`config.mk`:
```
export PLATFORM = sky130hd
export DESIGN_NAME = flash_byte_prog
export DESIGN_NICKNAME = d
export VERILOG_FILES = /design/src/rtl/fps_pkg.sv /design/src/rtl/fps_sync.sv /design/src/rtl/fps_bus_cycle.sv /design/src/rtl/flash_byte_prog.sv
export SDC_FILE = /design/constraint.sdc
export NUM_CORES = 1
export LEC_CHECK = 0
export ABC_AREA = 1
export BUFFER_PORTS_ARGS = -buffer_cell sky130_fd_sc_hd__clkbuf_2
export CAP_MARGIN = 0
export CORE_MARGIN = 4
export CORE_UTILIZATION = 40
export DETAILED_ROUTE_END_ITERATION = 12
export PLACE_DENSITY_LB_ADDON = 0.12
export SETUP_SLACK_MARGIN = 0.2
export SLEW_MARGIN = 20
export SYNTH_ARGS = -nofsm -noshare
export SYNTH_HDL_FRONTEND = slang
export SYNTH_SLANG_ARGS = --single-unit
```
`constraint.sdc`:
```
create_clock -name clk -period 1.4 [get_ports clk]
set_input_delay 0.07 -clock clk [delete_from_list [all_inputs] [get_ports clk]]
set_output_delay 0.07 -clock clk [all_outputs]
set_load 0.03 [all_outputs]
```
`src/rtl/fps_pkg.sv`:
```
package fps_pkg;

    typedef enum logic [3:0] {
        ST_IDLE,
        ST_SETUP,
        ST_DATA,
        ST_WHRL,
        ST_WAIT_PIN,
        ST_STAT,
        ST_POLL,
        ST_CLEAR,
        ST_RESET,
        ST_DONE
    } seq_state_t;

    typedef enum logic [2:0] {
        BC_IDLE,
        BC_SETUP,
        BC_STROBE,
        BC_HOLD,
        BC_DONE
    } bus_phase_t;

    localparam logic [7:0] CMD_SETUP      = 8'h40;
    localparam logic [7:0] CMD_SETUP_ALT  = 8'h10;
    localparam logic [7:0] CMD_CLEAR      = 8'h50;
    localparam logic [7:0] CMD_READ_ARRAY = 8'hFF;

    localparam int SR_READY = 7;
    localparam int SR_PROG  = 4;
    localparam int SR_VPP   = 3;

endpackage

```
`src/rtl/fps_sync.sv`:
```
module fps_sync #(
    parameter int STAGES = 2
) (
    input  logic clk,
    input  logic rst_n,
    input  logic d,
    output logic q
);
    logic [STAGES-1:0] chain_q;

    generate
        for (genvar i = 0; i < STAGES; i++) begin : g_stage
            if (i == 0) begin : g_first
                always_ff @(posedge clk or negedge rst_n) begin
                    if (!rst_n) chain_q[0] <= 1'b0;
                    else        chain_q[0] <= d;
                end
            end else begin : g_next
                always_ff @(posedge clk or negedge rst_n) begin
                    if (!rst_n) chain_q[i] <= 1'b0;
                    else        chain_q[i] <= chain_q[i-1];
                end
            end
        end
    endgenerate

    assign q = chain_q[STAGES-1];
endmodule

```
`src/rtl/fps_bus_cycle.sv`:
```
module fps_bus_cycle
    import fps_pkg::*;
#(
    parameter int AW    = 20,
    parameter int DW    = 8,
    parameter int T_SU  = 2,
    parameter int T_WP  = 4,
    parameter int T_HLD = 2,
    parameter int T_ACC = 10
) (
    input  logic          clk,
    input  logic          rst_n,
    input  logic          start,
    input  logic          is_read,
    input  logic [AW-1:0] addr,
    input  logic [DW-1:0] wdata,
    output logic          ack,
    output logic [DW-1:0] rdata,
    output logic [AW-1:0] bus_addr,
    output logic [DW-1:0] bus_dq_o,
    output logic          bus_dq_oe,
    input  logic [DW-1:0] bus_dq_i,
    output logic          ce_n,
    output logic          oe_n,
    output logic          we_n
);
    localparam int T_A  = (T_SU > T_WP) ? T_SU : T_WP;
    localparam int T_B  = (T_HLD > T_ACC) ? T_HLD : T_ACC;
    localparam int TMAX = (T_A > T_B) ? T_A : T_B;
    localparam int CW   = $clog2(TMAX + 1);

    bus_phase_t    phase_q;
    logic [CW-1:0] cnt_q;
    logic          rd_q;
    logic [AW-1:0] addr_q;
    logic [DW-1:0] wdata_q;
    logic [DW-1:0] rdata_q;
    logic          cnt_zero;

    assign cnt_zero = (cnt_q == '0);

    always_ff @(posedge clk or negedge rst_n) begin
        if (!rst_n) begin
            phase_q <= BC_IDLE;
            cnt_q   <= '0;
            rd_q    <= 1'b0;
            addr_q  <= '0;
            wdata_q <= '0;
            rdata_q <= '0;
        end else begin
            unique case (phase_q)
                BC_IDLE: begin
                    if (start) begin
                        phase_q <= BC_SETUP;
                        cnt_q   <= CW'(T_SU - 1);
                        rd_q    <= is_read;
                        addr_q  <= addr;
                        wdata_q <= wdata;
                    end
                end
                BC_SETUP: begin
                    if (cnt_zero) begin
                        phase_q <= BC_STROBE;
                        cnt_q   <= rd_q ? CW'(T_ACC - 1) : CW'(T_WP - 1);
                    end else begin
                        cnt_q <= cnt_q - 1'b1;
                    end
                end
                BC_STROBE: begin
                    if (cnt_zero) begin
                        phase_q <= BC_HOLD;
                        cnt_q   <= CW'(T_HLD - 1);
                        if (rd_q) rdata_q <= bus_dq_i;
                    end else begin
                        cnt_q <= cnt_q - 1'b1;
                    end
                end
                BC_HOLD: begin
                    if (cnt_zero) phase_q <= BC_DONE;
                    else          cnt_q   <= cnt_q - 1'b1;
                end
                BC_DONE: phase_q <= BC_IDLE;
                default: phase_q <= BC_IDLE;
            endcase
        end
    end

    always_comb begin
        logic active;
        active    = (phase_q == BC_SETUP) || (phase_q == BC_STROBE) || (phase_q == BC_HOLD);
        ce_n      = !active;
        oe_n      = !((phase_q == BC_STROBE) && rd_q);
        we_n      = !((phase_q == BC_STROBE) && !rd_q);
        bus_dq_oe = active && !rd_q;
        ack       = (phase_q == BC_DONE);
        bus_addr  = addr_q;
        bus_dq_o  = wdata_q;
        rdata     = rdata_q;
    end
endmodule

```
`src/rtl/flash_byte_prog.sv`:
```
module flash_byte_prog
    import fps_pkg::*;
#(
    parameter int AW         = 20,
    parameter int DW         = 8,
    parameter int T_SU       = 2,
    parameter int T_WP       = 4,
    parameter int T_HLD      = 2,
    parameter int T_ACC      = 10,
    parameter int T_WHRL     = 4,
    parameter int SYNC_STAGES = 2,
    parameter int TMO_CYCLES = 2000,
    parameter bit ALT_SETUP  = 1'b0
) (
    input  logic          clk,
    input  logic          rst_n,
    input  logic          req_valid,
    input  logic [AW-1:0] req_addr,
    input  logic [DW-1:0] req_data,
    input  logic          req_last,
    input  logic          req_defer,
    input  logic          req_by_pin,
    output logic          busy,
    output logic          done,
    output logic          err_vpp,
    output logic          err_prog,
    output logic          err_timeout,
    output logic [AW-1:0] flash_addr,
    output logic [DW-1:0] flash_dq_o,
    output logic          flash_dq_oe,
    input  logic [DW-1:0] flash_dq_i,
    output logic          flash_ce_n,
    output logic          flash_oe_n,
    output logic          flash_we_n,
    input  logic          flash_rdy
);
    localparam logic [7:0] SETUP_BYTE = ALT_SETUP ? CMD_SETUP_ALT : CMD_SETUP;
    localparam int WW = $clog2(T_WHRL + 1);
    localparam int TW = $clog2(TMO_CYCLES + 1);

    seq_state_t    state_q, state_d;
    logic [AW-1:0] addr_q;
    logic [DW-1:0] data_q;
    logic          last_q, defer_q, pin_q;
    logic          issued_q;
    logic [WW-1:0] whrl_q;
    logic [TW-1:0] tmo_q;
    logic          e_vpp_q, e_prog_q, e_tmo_q;

    logic          cyc_start, cyc_read, cyc_ack;
    logic [DW-1:0] cyc_byte, cyc_rdata;
    logic          rdy_s;
    logic          full_chk, tmo_hit, sr_ready, sr_err, bus_state;
    logic          unused_sr_bits;
    seq_state_t    after_status;

    fps_sync #(.STAGES(SYNC_STAGES)) u_rdy_sync (
        .clk  (clk),
        .rst_n(rst_n),
        .d    (flash_rdy),
        .q    (rdy_s)
    );

    fps_bus_cycle #(
        .AW(AW), .DW(DW), .T_SU(T_SU), .T_WP(T_WP), .T_HLD(T_HLD), .T_ACC(T_ACC)
    ) u_bus (
        .clk      (clk),
        .rst_n    (rst_n),
        .start    (cyc_start),
        .is_read  (cyc_read),
        .addr     (addr_q),
        .wdata    (cyc_byte),
        .ack      (cyc_ack),
        .rdata    (cyc_rdata),
        .bus_addr (flash_addr),
        .bus_dq_o (flash_dq_o),
        .bus_dq_oe(flash_dq_oe),
        .bus_dq_i (flash_dq_i),
        .ce_n     (flash_ce_n),
        .oe_n     (flash_oe_n),
        .we_n     (flash_we_n)
    );

    assign full_chk       = !defer_q || last_q;
    assign tmo_hit        = (tmo_q == TW'(TMO_CYCLES - 1));
    assign sr_ready       = cyc_rdata[SR_READY];
    assign sr_err         = cyc_rdata[SR_VPP] || cyc_rdata[SR_PROG];
    assign unused_sr_bits = ^{cyc_rdata[6:5], cyc_rdata[2:0]};
    assign after_status   = sr_err ? ST_CLEAR : (last_q ? ST_RESET : ST_DONE);

    // next-state logic
    always_comb begin
        state_d = state_q;
        unique case (state_q)
            ST_IDLE:     if (req_valid) state_d = ST_SETUP;
            ST_SETUP:    if (cyc_ack) state_d = ST_DATA;
            ST_DATA:     if (cyc_ack) state_d = ST_WHRL;
            ST_WHRL:     if (whrl_q == '0) state_d = pin_q ? ST_WAIT_PIN : ST_POLL;
            ST_WAIT_PIN: begin
                if (rdy_s)        state_d = full_chk ? ST_STAT : ST_DONE;
                else if (tmo_hit) state_d = ST_CLEAR;
            end
            ST_STAT:     if (cyc_ack) state_d = after_status;
            ST_POLL: begin
                if (cyc_ack) begin
                    if (sr_ready)     state_d = full_chk ? after_status : ST_DONE;
                    else if (tmo_hit) state_d = ST_CLEAR;
                end
            end
            ST_CLEAR:    if (cyc_ack) state_d = ST_RESET;
            ST_RESET:    if (cyc_ack) state_d = ST_DONE;
            ST_DONE:     state_d = ST_IDLE;
            default:     state_d = ST_IDLE;
        endcase
    end

    // state register
    always_ff @(posedge clk or negedge rst_n) begin
        if (!rst_n) state_q <= ST_IDLE;
        else        state_q <= state_d;
    end

    // request context, counters and error capture
    always_ff @(posedge clk or negedge rst_n) begin
        if (!rst_n) begin
            addr_q   <= '0;
            data_q   <= '0;
            last_q   <= 1'b0;
            defer_q  <= 1'b0;
            pin_q    <= 1'b0;
            issued_q <= 1'b0;
            whrl_q   <= '0;
            tmo_q    <= '0;
            e_vpp_q  <= 1'b0;
            e_prog_q <= 1'b0;
            e_tmo_q  <= 1'b0;
        end else begin
            if (state_q == ST_IDLE && req_valid) begin
                addr_q   <= req_addr;
                data_q   <= req_data;
                last_q   <= req_last;
                defer_q  <= req_defer;
                pin_q    <= req_by_pin;
                tmo_q    <= '0;
                e_vpp_q  <= 1'b0;
                e_prog_q <= 1'b0;
                e_tmo_q  <= 1'b0;
            end

            if (cyc_ack)        issued_q <= 1'b0;
            else if (cyc_start) issued_q <= 1'b1;

            if (state_q == ST_DATA && cyc_ack)         whrl_q <= WW'(T_WHRL - 1);
            else if (state_q == ST_WHRL && whrl_q != '0) whrl_q <= whrl_q - 1'b1;

            if ((state_q == ST_WAIT_PIN || state_q == ST_POLL) && !tmo_hit)
                tmo_q <= tmo_q + 1'b1;

            if ((state_q == ST_STAT && cyc_ack) ||
                (state_q == ST_POLL && cyc_ack && sr_ready && full_chk)) begin
                e_vpp_q  <= cyc_rdata[SR_VPP];
                e_prog_q <= cyc_rdata[SR_PROG];
            end

            if ((state_q == ST_WAIT_PIN && !rdy_s && tmo_hit) ||
                (state_q == ST_POLL && cyc_ack && !sr_ready && tmo_hit))
                e_tmo_q <= 1'b1;
        end
    end

    // outputs
    always_comb begin
        bus_state = 1'b0;
        cyc_read  = 1'b0;
        cyc_byte  = CMD_READ_ARRAY;
        unique case (state_q)
            ST_SETUP: begin bus_state = 1'b1; cyc_byte = SETUP_BYTE; end
            ST_DATA:  begin bus_state = 1'b1; cyc_byte = data_q; end
            ST_STAT,
            ST_POLL:  begin bus_state = 1'b1; cyc_read = 1'b1; end
            ST_CLEAR: begin bus_state = 1'b1; cyc_byte = CMD_CLEAR; end
            ST_RESET: begin bus_state = 1'b1; cyc_byte = CMD_READ_ARRAY; end
            default:  bus_state = 1'b0;
        endcase
        cyc_start   = bus_state && !issued_q;
        busy        = (state_q != ST_IDLE);
        done        = (state_q == ST_DONE);
        err_vpp     = done && e_vpp_q;
        err_prog    = done && e_prog_q;
        err_timeout = done && e_tmo_q;
    end
endmodule

```
# --- Word-level counts from Yosys, hierarchy flattened ---
# Cells that the tools add are included.
word_totals:
  register_bits: 99
  in_bits: 43
  elab_cells: 145
classes:
  addsub: 3
  n_mux: 41
  eq_ne: 27
  n_reduce_logical: 54
ops:
  columns: ["cell", "n"]
  rows:
  - ["two-way mux 4 bit", 19]
  - ["one-hot mux 4 bit (9 select lines)", 1]
  - ["one-hot mux 8 bit (3 select lines)", 1]
  - ["two-way mux 11 bit", 2]
  - ["inequality test 2 bit (second input constant)", 10]
  - ["logical AND 1 bit", 19]
  - ["two-way mux 3 bit", 6]
  - ["== test 4 x 3 -> 1 bit (second input constant)", 4]
  - ["one-hot mux 4 bit (4 select lines)", 1]
  - ["one-hot mux 3 bit (4 select lines)", 1]
  - ["adder 11 x 1 -> 11 bit (second input constant)", 1]
  - ["== test 11 bit (second input constant)", 1]
  - ["nonzero test 2 bit", 5]
  - ["logical NOT 1 bit", 9]
  - ["two-way mux 1 bit", 9]
  - ["== test 4 x 2 -> 1 bit (second input constant)", 2]
  - ["== test 4 bit (second input constant)", 2]
  - ["logical NOT 4 bit", 2]
  - ["AND reduction 8 bit", 1]
  - ["nonzero test 4 bit", 2]
  - ["logical OR 1 bit", 7]
  - ["== test 3 x 2 -> 1 bit (second input constant)", 2]
  - ["logical NOT 3 bit", 2]
  - ["inequality test 2 x 1 -> 1 bit (second input constant)", 3]
  - ["12 further kinds", 13]

# --- Depth between registers and ports, before layout ---
# Gate-level depths: netlist of run 1.
logic_depth:
  word_depth: 6
  ltp_mapped: 11
  mapped_depth_nobuf: 11

# --- Hierarchy ---
# Synthesis of run 1 repeated with hierarchy kept, for this count alone.
hier_totals:
  cells_unflattened: 485
  hier_area_um2: 4874.7
by_module_without_submodules:
  columns: ["mod", "cells_per_inst", "area_per_inst_um2", "n_inst"]
  rows:
  - ["flash_byte_prog", 312, 2885.3, 1]
  - ["fps_bus_cycle", 171, 1939.4, 1]
  - ["fps_sync", 2, 50.0, 1]

# --- Least setup slack after synthesis of run 1 ---
# Ideal clock, no wire load.
synth_path:
  path_type: "reg2out"
  from: "register state_q[1]"
  to: "output err_prog"
  arrival_time_ns: 1.871
  slack_ns: -0.541
  required_time_ns: 1.330
  path_stages_with_launch: 6
  n_path_buf: 0
  path_cell_list: "dfrtp_1 -> inv_1 -> nand2_1 -> nor3_1 -> inv_1 -> nor2_1"
synth_via:
  elab_chain_len: 2
synth_rtl:
  columns: ["item", "line", "rtl"]
  rows:
  - ["start, declared", "flash_byte_prog.sv:41", "seq_state_t state_q, state_d;"]
  - ["start signal, assigned", "flash_byte_prog.sv:120", "else state_q <= state_d;"]
  - ["== test 4 bit", "flash_byte_prog.sv:187", "done = (state_q == ST_DONE);"]
  - ["named net done", "flash_byte_prog.sv:24", "output logic done,"]
  - ["logical AND 1 bit", "flash_byte_prog.sv:189", "err_prog = done && e_prog_q;"]
  - ["end, declared", "flash_byte_prog.sv:26", "output logic err_prog,"]
# The timed path passes the listed nets, and every way through them passes these cells.

# --- Worst setup path in the final report of run 1 ---
layout_path:
  from: "register state_q[0]"
  to: "register u_bus.addr_q[9], in the netlist u_bus.bus_addr[9]"
layout_via:
  elab_chain_len: 5
  elab_cells_between_ends: 10
  classes_between: "eq/ne: 6; mux: 1; reduce/logical: 3"
layout_rtl:
  columns: ["item", "line", "rtl"]
  rows:
  - ["== test 4 x 2 -> 1 bit (tied with other cells)", "flash_byte_prog.sv:176", "unique case (state_q)"]
  - ["OR reduction 6 bit (no source line) *", null, null]
  - ["two-way mux 1 bit *", "flash_byte_prog.sv:176", null]
  - ["logical AND 1 bit *", "flash_byte_prog.sv:185", "cyc_start = bus_state && !issued_q;"]
  - ["AND reduction 2 bit (no source line) *", null, null]
  - ["end signal, assigned", "fps_bus_cycle.sv:57", "addr_q <= addr;"]
  - ["end, declared", "fps_bus_cycle.sv:35", "logic [AW-1:0] addr_q;"]
# Mark *: on every way between the ends. The rest lies on a longest branch, timed or not.
# A chain may end at the register's enable or synchronous reset.

==> results of run 1 <==
## cells in the mapped netlist, types with 2 or more instances
cell type  count  share of area, %
nand2_1      155                13
dfrtp_1       94                53
inv_1         76               6.5
o21ai_0       55               6.2
nor2_1        35               3.0
nand3_1       31               3.5
o21ai_1       22               2.5
o22ai_1        9               1.3
a21oi_1        8              0.91
buf_2          7              0.79
xor2_1         7               1.4
clkbuf_1       6              0.51
nor3_1         6              0.68
ha_1           5               1.4
nand4_1        4              0.57
xnor2_1        4              0.79
buf_6          3              0.76
nor2_4         3              0.76
o211ai_1       3              0.51
inv_2          2              0.17
nand2_2        2              0.28
nor2_2         2              0.28
## cell type report
type / instances / area share, %
multi-input cells: 355 / 30.1
clock buffers: 10 / 1.81
repair buffers: 232 / 30.1
well taps: 140 / 2.30
clock inverters: 6 / 0.689
flip-flops and latches: 94 / 30.9
inverters: 78 / 4.12
## final timing paths
path                                             from                end
worst max-delay path                       state_q[0]  u_bus.bus_addr[9]
worst min-delay path                            rst_n  u_bus.bus_addr[6]
worst max register to register             state_q[0]  u_bus.bus_addr[9]
worst min register to register  u_rdy_sync.chain_q[0]       u_rdy_sync.q
max in group asynchronous                       rst_n   u_bus.phase_q[2]
min in group clk                            req_valid             last_q
## logic make-up (layout without fill, tap and decap cells)
group / Yosys count / count (layout) / synth area share [%]
DFF: 94 / 94 / 53.2
AOI/OAI and AO/OA: 99 / 99 / 11.8
xor gates and xnor gates: 11 / 11 / 2.18
adders and majority gates: 5 / 5 / 1.42
and+or+nand+nor: 240 / 240 / 22.6
buffers and inverters: 95 / 326 / 8.81
## critical path, delay by kind of cell (launching register included)
family,cells,cell delay [ns]
buffers and inverters,3,0.54
and+or+nand+nor,3,0.29
DFF,1,0.49
AOI/OAI and AO/OA,2,0.28
## registers in the layout, indices dropped and copies added (netlist names), 3 cells and up
signal and count:
addr_q 20, u_bus.bus_addr 20, tmo_q 11, data_q 8, u_bus.bus_dq_o 8, state_q 4, u_bus.cnt_q 4, u_bus.phase_q 3
u_bus.rdata 3, whrl_q 3
## through the flow
stage               std cells  hold WS [ns]  util, %  worst slack (ns)  area [um2]
finish                    915        0.0862     70.3            -0.265        7620
global route              915        0.0748     70.3            -0.327        7620
CTS                       900        0.0870     64.8            -0.228        7030
detailed placement        808       -0.0355     51.7            -0.150        5600
global placement          808       -0.0368     51.7            -0.168        5600
floorplan                 544        -0.226        -           -0.0670        4630
## power by group through the flow
stage	logic (mW)	clock network [mW]	registers [mW]
floorplan	3.93	0	5.42
global placement	7.01	0	4.60
detailed placement	7.08	0	4.63
CTS	9.23	1.83	4.54
global route	11.7	1.96	4.80
finish	10.8	1.79	4.66
## timing repair
item | CTS | global route
pin swaps | 10 | 26
hold buffers | 36 | 0
buffers inserted | 29 | 11
endpoints found under the setup margin | 100 | 100
resized for setup | 91 | 134
hold endpoints to repair | 129 | 0
cloned | 11 | 4
## per-layer routing
| metal | routed length (um) | vias up | GRT usage, % |
|---|---|---|---|
| met3 | 696 | 34 | 4.12 |
| met4 | 353 | 0 | 7.93 |
| met1 | 6150 | 2129 | 29.6 |
| met5 | 0 | - | 0 |
| met2 | 6790 | 155 | 34.0 |
| li1 | - | 2192 | - |
==> impl_metrics.env, run 1 <==
export IMPL_finClkSkew_ns=0.0126
export IMPL_dp_hpwl_um=7870
export IMPL_grt_pass1_vias=4437
export IMPL_area_growth_pct=72.6
export IMPL_vias=4510
export IMPL_cts_root_buf="clkbuf_8"
export IMPL_worstMarginPinSlew_ns=0.488
export IMPL_placement_rows=38
export IMPL_grt_overflow_total=0
export IMPL_grt_pass1_wl_um=22000
export IMPL_numClockSinks=94
export IMPL_fillCellCount=780
export IMPL_final_common_cell="nand2_1"
export IMPL_power_density_mw_per_mm2=2260
export IMPL_start_util_pct=40.8
export IMPL_regArea_mm2=0.00236
export IMPL_switching_share_pct=44.6
export IMPL_clock_path_buffers=2
export IMPL_ys_types=27
export IMPL_yosys_warnings=0
export IMPL_fmax_mhz=600
export IMPL_slowest_delay_ns=0.49
export IMPL_final_cell_mix="nand2_1, dfrtp_1, buf_4"
export IMPL_io_pins=80
export IMPL_ys_seq_elements=94
export IMPL_antenna_left=0
export IMPL_finalCritPeriodShare_pct=119
export IMPL_finalWirelength_um=14000
export IMPL_critPathRequiredTime_ns=1.71
export IMPL_cts_tree="done"
export IMPL_violations="negative setup slack"
export IMPL_core_mm2=0.0108
export IMPL_vias_per_cell=4.93
export IMPL_drtIter0Drc=295
export IMPL_period_needed_ns=1.67
export IMPL_syn_area_mm2=0.00442
export IMPL_synth_edf_count=0
export IMPL_finalPower_mw=17.2
export IMPL_path_class="register to register"
export IMPL_die_h_um=113
export IMPL_grt_use_total_pct=21.5
export IMPL_drv_cap=0
export IMPL_start_kind="register"
export IMPL_rrSetupSlack_ns=-0.27
export IMPL_clk_latency_ns=0.38
export IMPL_power_leakage_nw=3.75
export IMPL_multiInputGateArea_mm2=0.00229
export IMPL_hold_violations=0
export IMPL_drt_wirelength_per_cell_um=15.3
export IMPL_htreeDepth=3
export IMPL_p_clk_share_pct=10.4
export IMPL_crit_chain="inv_1, nand2_2, o2bb2ai_2, nand2_4, nand3_4, buf_6, clkbuf_16, o21ai_1"
export IMPL_gp_congestion=0.910
export IMPL_drc_errors=0
export IMPL_num_antenna_cells=0
export IMPL_endpoint_kind="register"
export IMPL_io_buffer_count=74
export IMPL_crit_fanout=7
export IMPL_postLayoutSetupSlackWorst_ns=-0.265
export IMPL_firstDrtPassIters=7
export IMPL_avgSynthCellArea_um2=8.12
export IMPL_tns_ns=-18.78
export IMPL_seq_area_frac_synth_pct=53.2
export IMPL_ys_flop_type="dfrtp_1"
export IMPL_comb_power_share_pct=62.5
export IMPL_netlist_instances=544
export IMPL_cpMaxStageDelayCell="dfrtp_2"
export IMPL_cts_inserted_buffers=9
export IMPL_layout_drive_gt1_share_pct=47.7
export IMPL_reg2regPathDepth=8
export IMPL_antenna_found_initial=0
export IMPL_async_reset_ff_share_pct=100
export IMPL_worstPathArrival_ns=1.97
export IMPL_netSwitchingPower_mw=7.68
export IMPL_fp_dieW_um=113
export IMPL_worstHoldPathType="input port to async pin"
export IMPL_die_area_mm2=0.0128
export IMPL_maxSlewHeadroom_pct=67.4
export IMPL_status="complete, but fails checks"
export IMPL_p_seq_share_pct=27.1
export IMPL_rsz0062_at_grt="true"
export IMPL_final_max_slew_viol_count=0
export IMPL_synth_nets=592
export IMPL_clk_pin_slew_ns=0.11
export IMPL_finalSetupViolCount=97
export IMPL_cellInternalPower_mw=9.54
export IMPL_grt_max_degree=29
export IMPL_nNetsFinal=818
export IMPL_ir_worst_vdd_mv=1.06
No activity file was read; power rests on OpenSTA's default activity.
==> run 2, diff against run 1 <==
--- a/config.mk
+++ b/config.mk
@@ -7,12 +7,13 @@
 export LEC_CHECK = 0
 export ABC_AREA = 1
 export BUFFER_PORTS_ARGS = -buffer_cell sky130_fd_sc_hd__clkbuf_2
-export CAP_MARGIN = 0
+export CAP_MARGIN = 15
 export CORE_MARGIN = 4
 export CORE_UTILIZATION = 40
 export DETAILED_ROUTE_END_ITERATION = 12
 export PLACE_DENSITY_LB_ADDON = 0.12
 export SETUP_SLACK_MARGIN = 0.2
+export SKIP_LAST_GASP = 1
 export SLEW_MARGIN = 20
 export SYNTH_ARGS = -nofsm -noshare
 export SYNTH_HDL_FRONTEND = slang
==> impl_metrics.env, run 2 (synthesis results as in run 1) <==
export IMPL_vias=4546
export IMPL_cts_inserted_buffers=9
export IMPL_layout_drive_gt1_share_pct=51.7
export IMPL_clk_latency_ns=0.40
export IMPL_period_needed_ns=1.70
export IMPL_placement_rows=38
export IMPL_start_kind="register"
export IMPL_critPathRequiredTime_ns=1.67
export IMPL_fmax_mhz=588
export IMPL_drt_wirelength_per_cell_um=16.0
export IMPL_violations="negative setup slack"
export IMPL_utilization_pct=72.1
export IMPL_drv_cap=0
export IMPL_htreeDepth=3
export IMPL_grt_use_met2_pct=34.1
export IMPL_cts_tree="done"
export IMPL_switching_share_pct=45.2
export IMPL_finalSetupViolCount=96
export IMPL_grt_use_total_pct=21.5
export IMPL_cts_root_buf="clkbuf_8"
export IMPL_rsz0062_at_grt="true"
export IMPL_endpoint_kind="register"
export IMPL_drtIter0Drc=284
export IMPL_vias_per_cell=4.94
export IMPL_firstDrtPassIters=4
export IMPL_numClockSinks=94
export IMPL_power_leakage_nw=3.81
export IMPL_worstMarginPinSlew_ns=0.381
export IMPL_status="complete, but fails checks"
export IMPL_final_common_cell="dfrtp_1"
export IMPL_ir_worst_vdd_mv=1.15
export IMPL_area_growth_pct=76.9
export IMPL_fp_dieW_um=113
export IMPL_worstHoldPathType="input port to async pin"
export IMPL_grt_busiest_layer="met2"
export IMPL_die_h_um=113
export IMPL_worstPathArrival_ns=1.97
export IMPL_netSwitchingPower_mw=8.01
export IMPL_final_cell_mix="dfrtp_1, nand2_1, buf_4"
export IMPL_tns_ns=-17.67
export IMPL_grt_overflow_total=0
export IMPL_clk_pin_slew_ns=0.12
export IMPL_final_max_slew_viol_count=0
export IMPL_finClkSkew_ns=0.0252
export IMPL_dp_hpwl_um=7870
export IMPL_cellInternalPower_mw=9.72
export IMPL_postLayoutSetupSlackWorst_ns=-0.301
export IMPL_antenna_left=0
export IMPL_antenna_found_initial=0
export IMPL_io_pins=80
export IMPL_grt_max_degree=29
export IMPL_nNetsFinal=823
export IMPL_finalPower_mw=17.7
export IMPL_comb_power_share_pct=63.0
export IMPL_maxSlewHeadroom_pct=74.6
export IMPL_finalWirelength_um=14700
export IMPL_use_met1_pct=29.7
export IMPL_path_class="register to register"
export IMPL_crit_fanout=6
export IMPL_finalCritPeriodShare_pct=121
export IMPL_io_buffer_count=74
export IMPL_die_area_mm2=0.0128
export IMPL_grt_pass1_wl_um=22000
export IMPL_clock_path_buffers=2
export IMPL_power_density_mw_per_mm2=2270
export IMPL_p_clk_share_pct=10.2
export IMPL_gr_usage_met3_pct=4.01
export IMPL_drc_errors=0
export IMPL_hold_violations=0
export IMPL_core_mm2=0.0108
export IMPL_num_antenna_cells=0
export IMPL_gp_congestion=0.910
export IMPL_start_util_pct=40.8
export IMPL_grt_pass1_vias=4456
export IMPL_p_seq_share_pct=26.8
run 2: final cells by class:
class                   instances  area (um2)
clock buffers                  10         138
flip-flops and latches         94        2360
well taps                     140         175
inverters                      78         314
repair buffers                237        2340
fillers                       756        3020
multi-input cells             355        2440
clock inverters                 6        52.6
run 2: metrics by stage:
step | worst slack, ns | cells | area [um2] | hold WS, ns
floorplan | -0.0670 | 544 | 4630 | -0.226
global placement | -0.168 | 808 | 5600 | -0.0368
detailed placement | -0.150 | 808 | 5600 | -0.0355
CTS | -0.228 | 900 | 7010 | 0.0870
global route | -0.368 | 920 | 7820 | 0.0691
finish | -0.301 | 920 | 7820 | 0.0677
run 2: worst paths after layout:
kind	start	endpoint	slack, ns	cells past startpoint
max in group asynchronous	rst_n	u_bus.phase_q[2]	0.82	3
hold / removal	rst_n	u_bus.bus_addr[6]	0.07	2
hold reg to reg	u_rdy_sync.chain_q[0]	u_rdy_sync.q	0.35	0
setup / recovery	state_q[3]	u_bus.bus_addr[4]	-0.30	9
min in group clk	req_valid	last_q	0.32	6
setup reg to reg	state_q[3]	u_bus.bus_addr[4]	-0.30	9
run 2: power groups by stage:
stage                     Clock [mW]  Sequential, mW  Combinational [mW]
after floorplan                    0            5.42                3.93
final                           1.81            4.75                11.2
after detailed placement           0            4.63                7.08
after global placement             0            4.60                7.01
after CTS                       1.83            4.54                9.17
after global routing            1.97            4.90                12.0
run 2: critical path, cell delays in order (launching register included):
cell and delay [ns]:
dfrtp_2 0.44, buf_4 0.17, nor2_4 0.18, o2bb2ai_2 0.10, nand2_4 0.10, nand3_4 0.13
buf_6 0.18, buf_12 0.14, nand2_2 0.07, o21ai_2 0.07
run 2: per-layer routing:
layer / vias up / part of all wire [%]
met5: - / 0
met4: 0 / 2.7
met2: 119 / 51
met1: 2190 / 42
met3: 34 / 3.9
li1: 2203 / -
run 2: repair_timing:
| action | in CTS | in global routing |
|---|---|---|
| gates cloned | 11 | 5 |
| endpoints found under the setup margin | 100 | 100 |
| resized for setup | 84 | 177 |
| pin swaps | 10 | 23 |
| hold buffers | 36 | 0 |
| hold endpoints to repair | 129 | 0 |
| setup buffers | 29 | 15 |
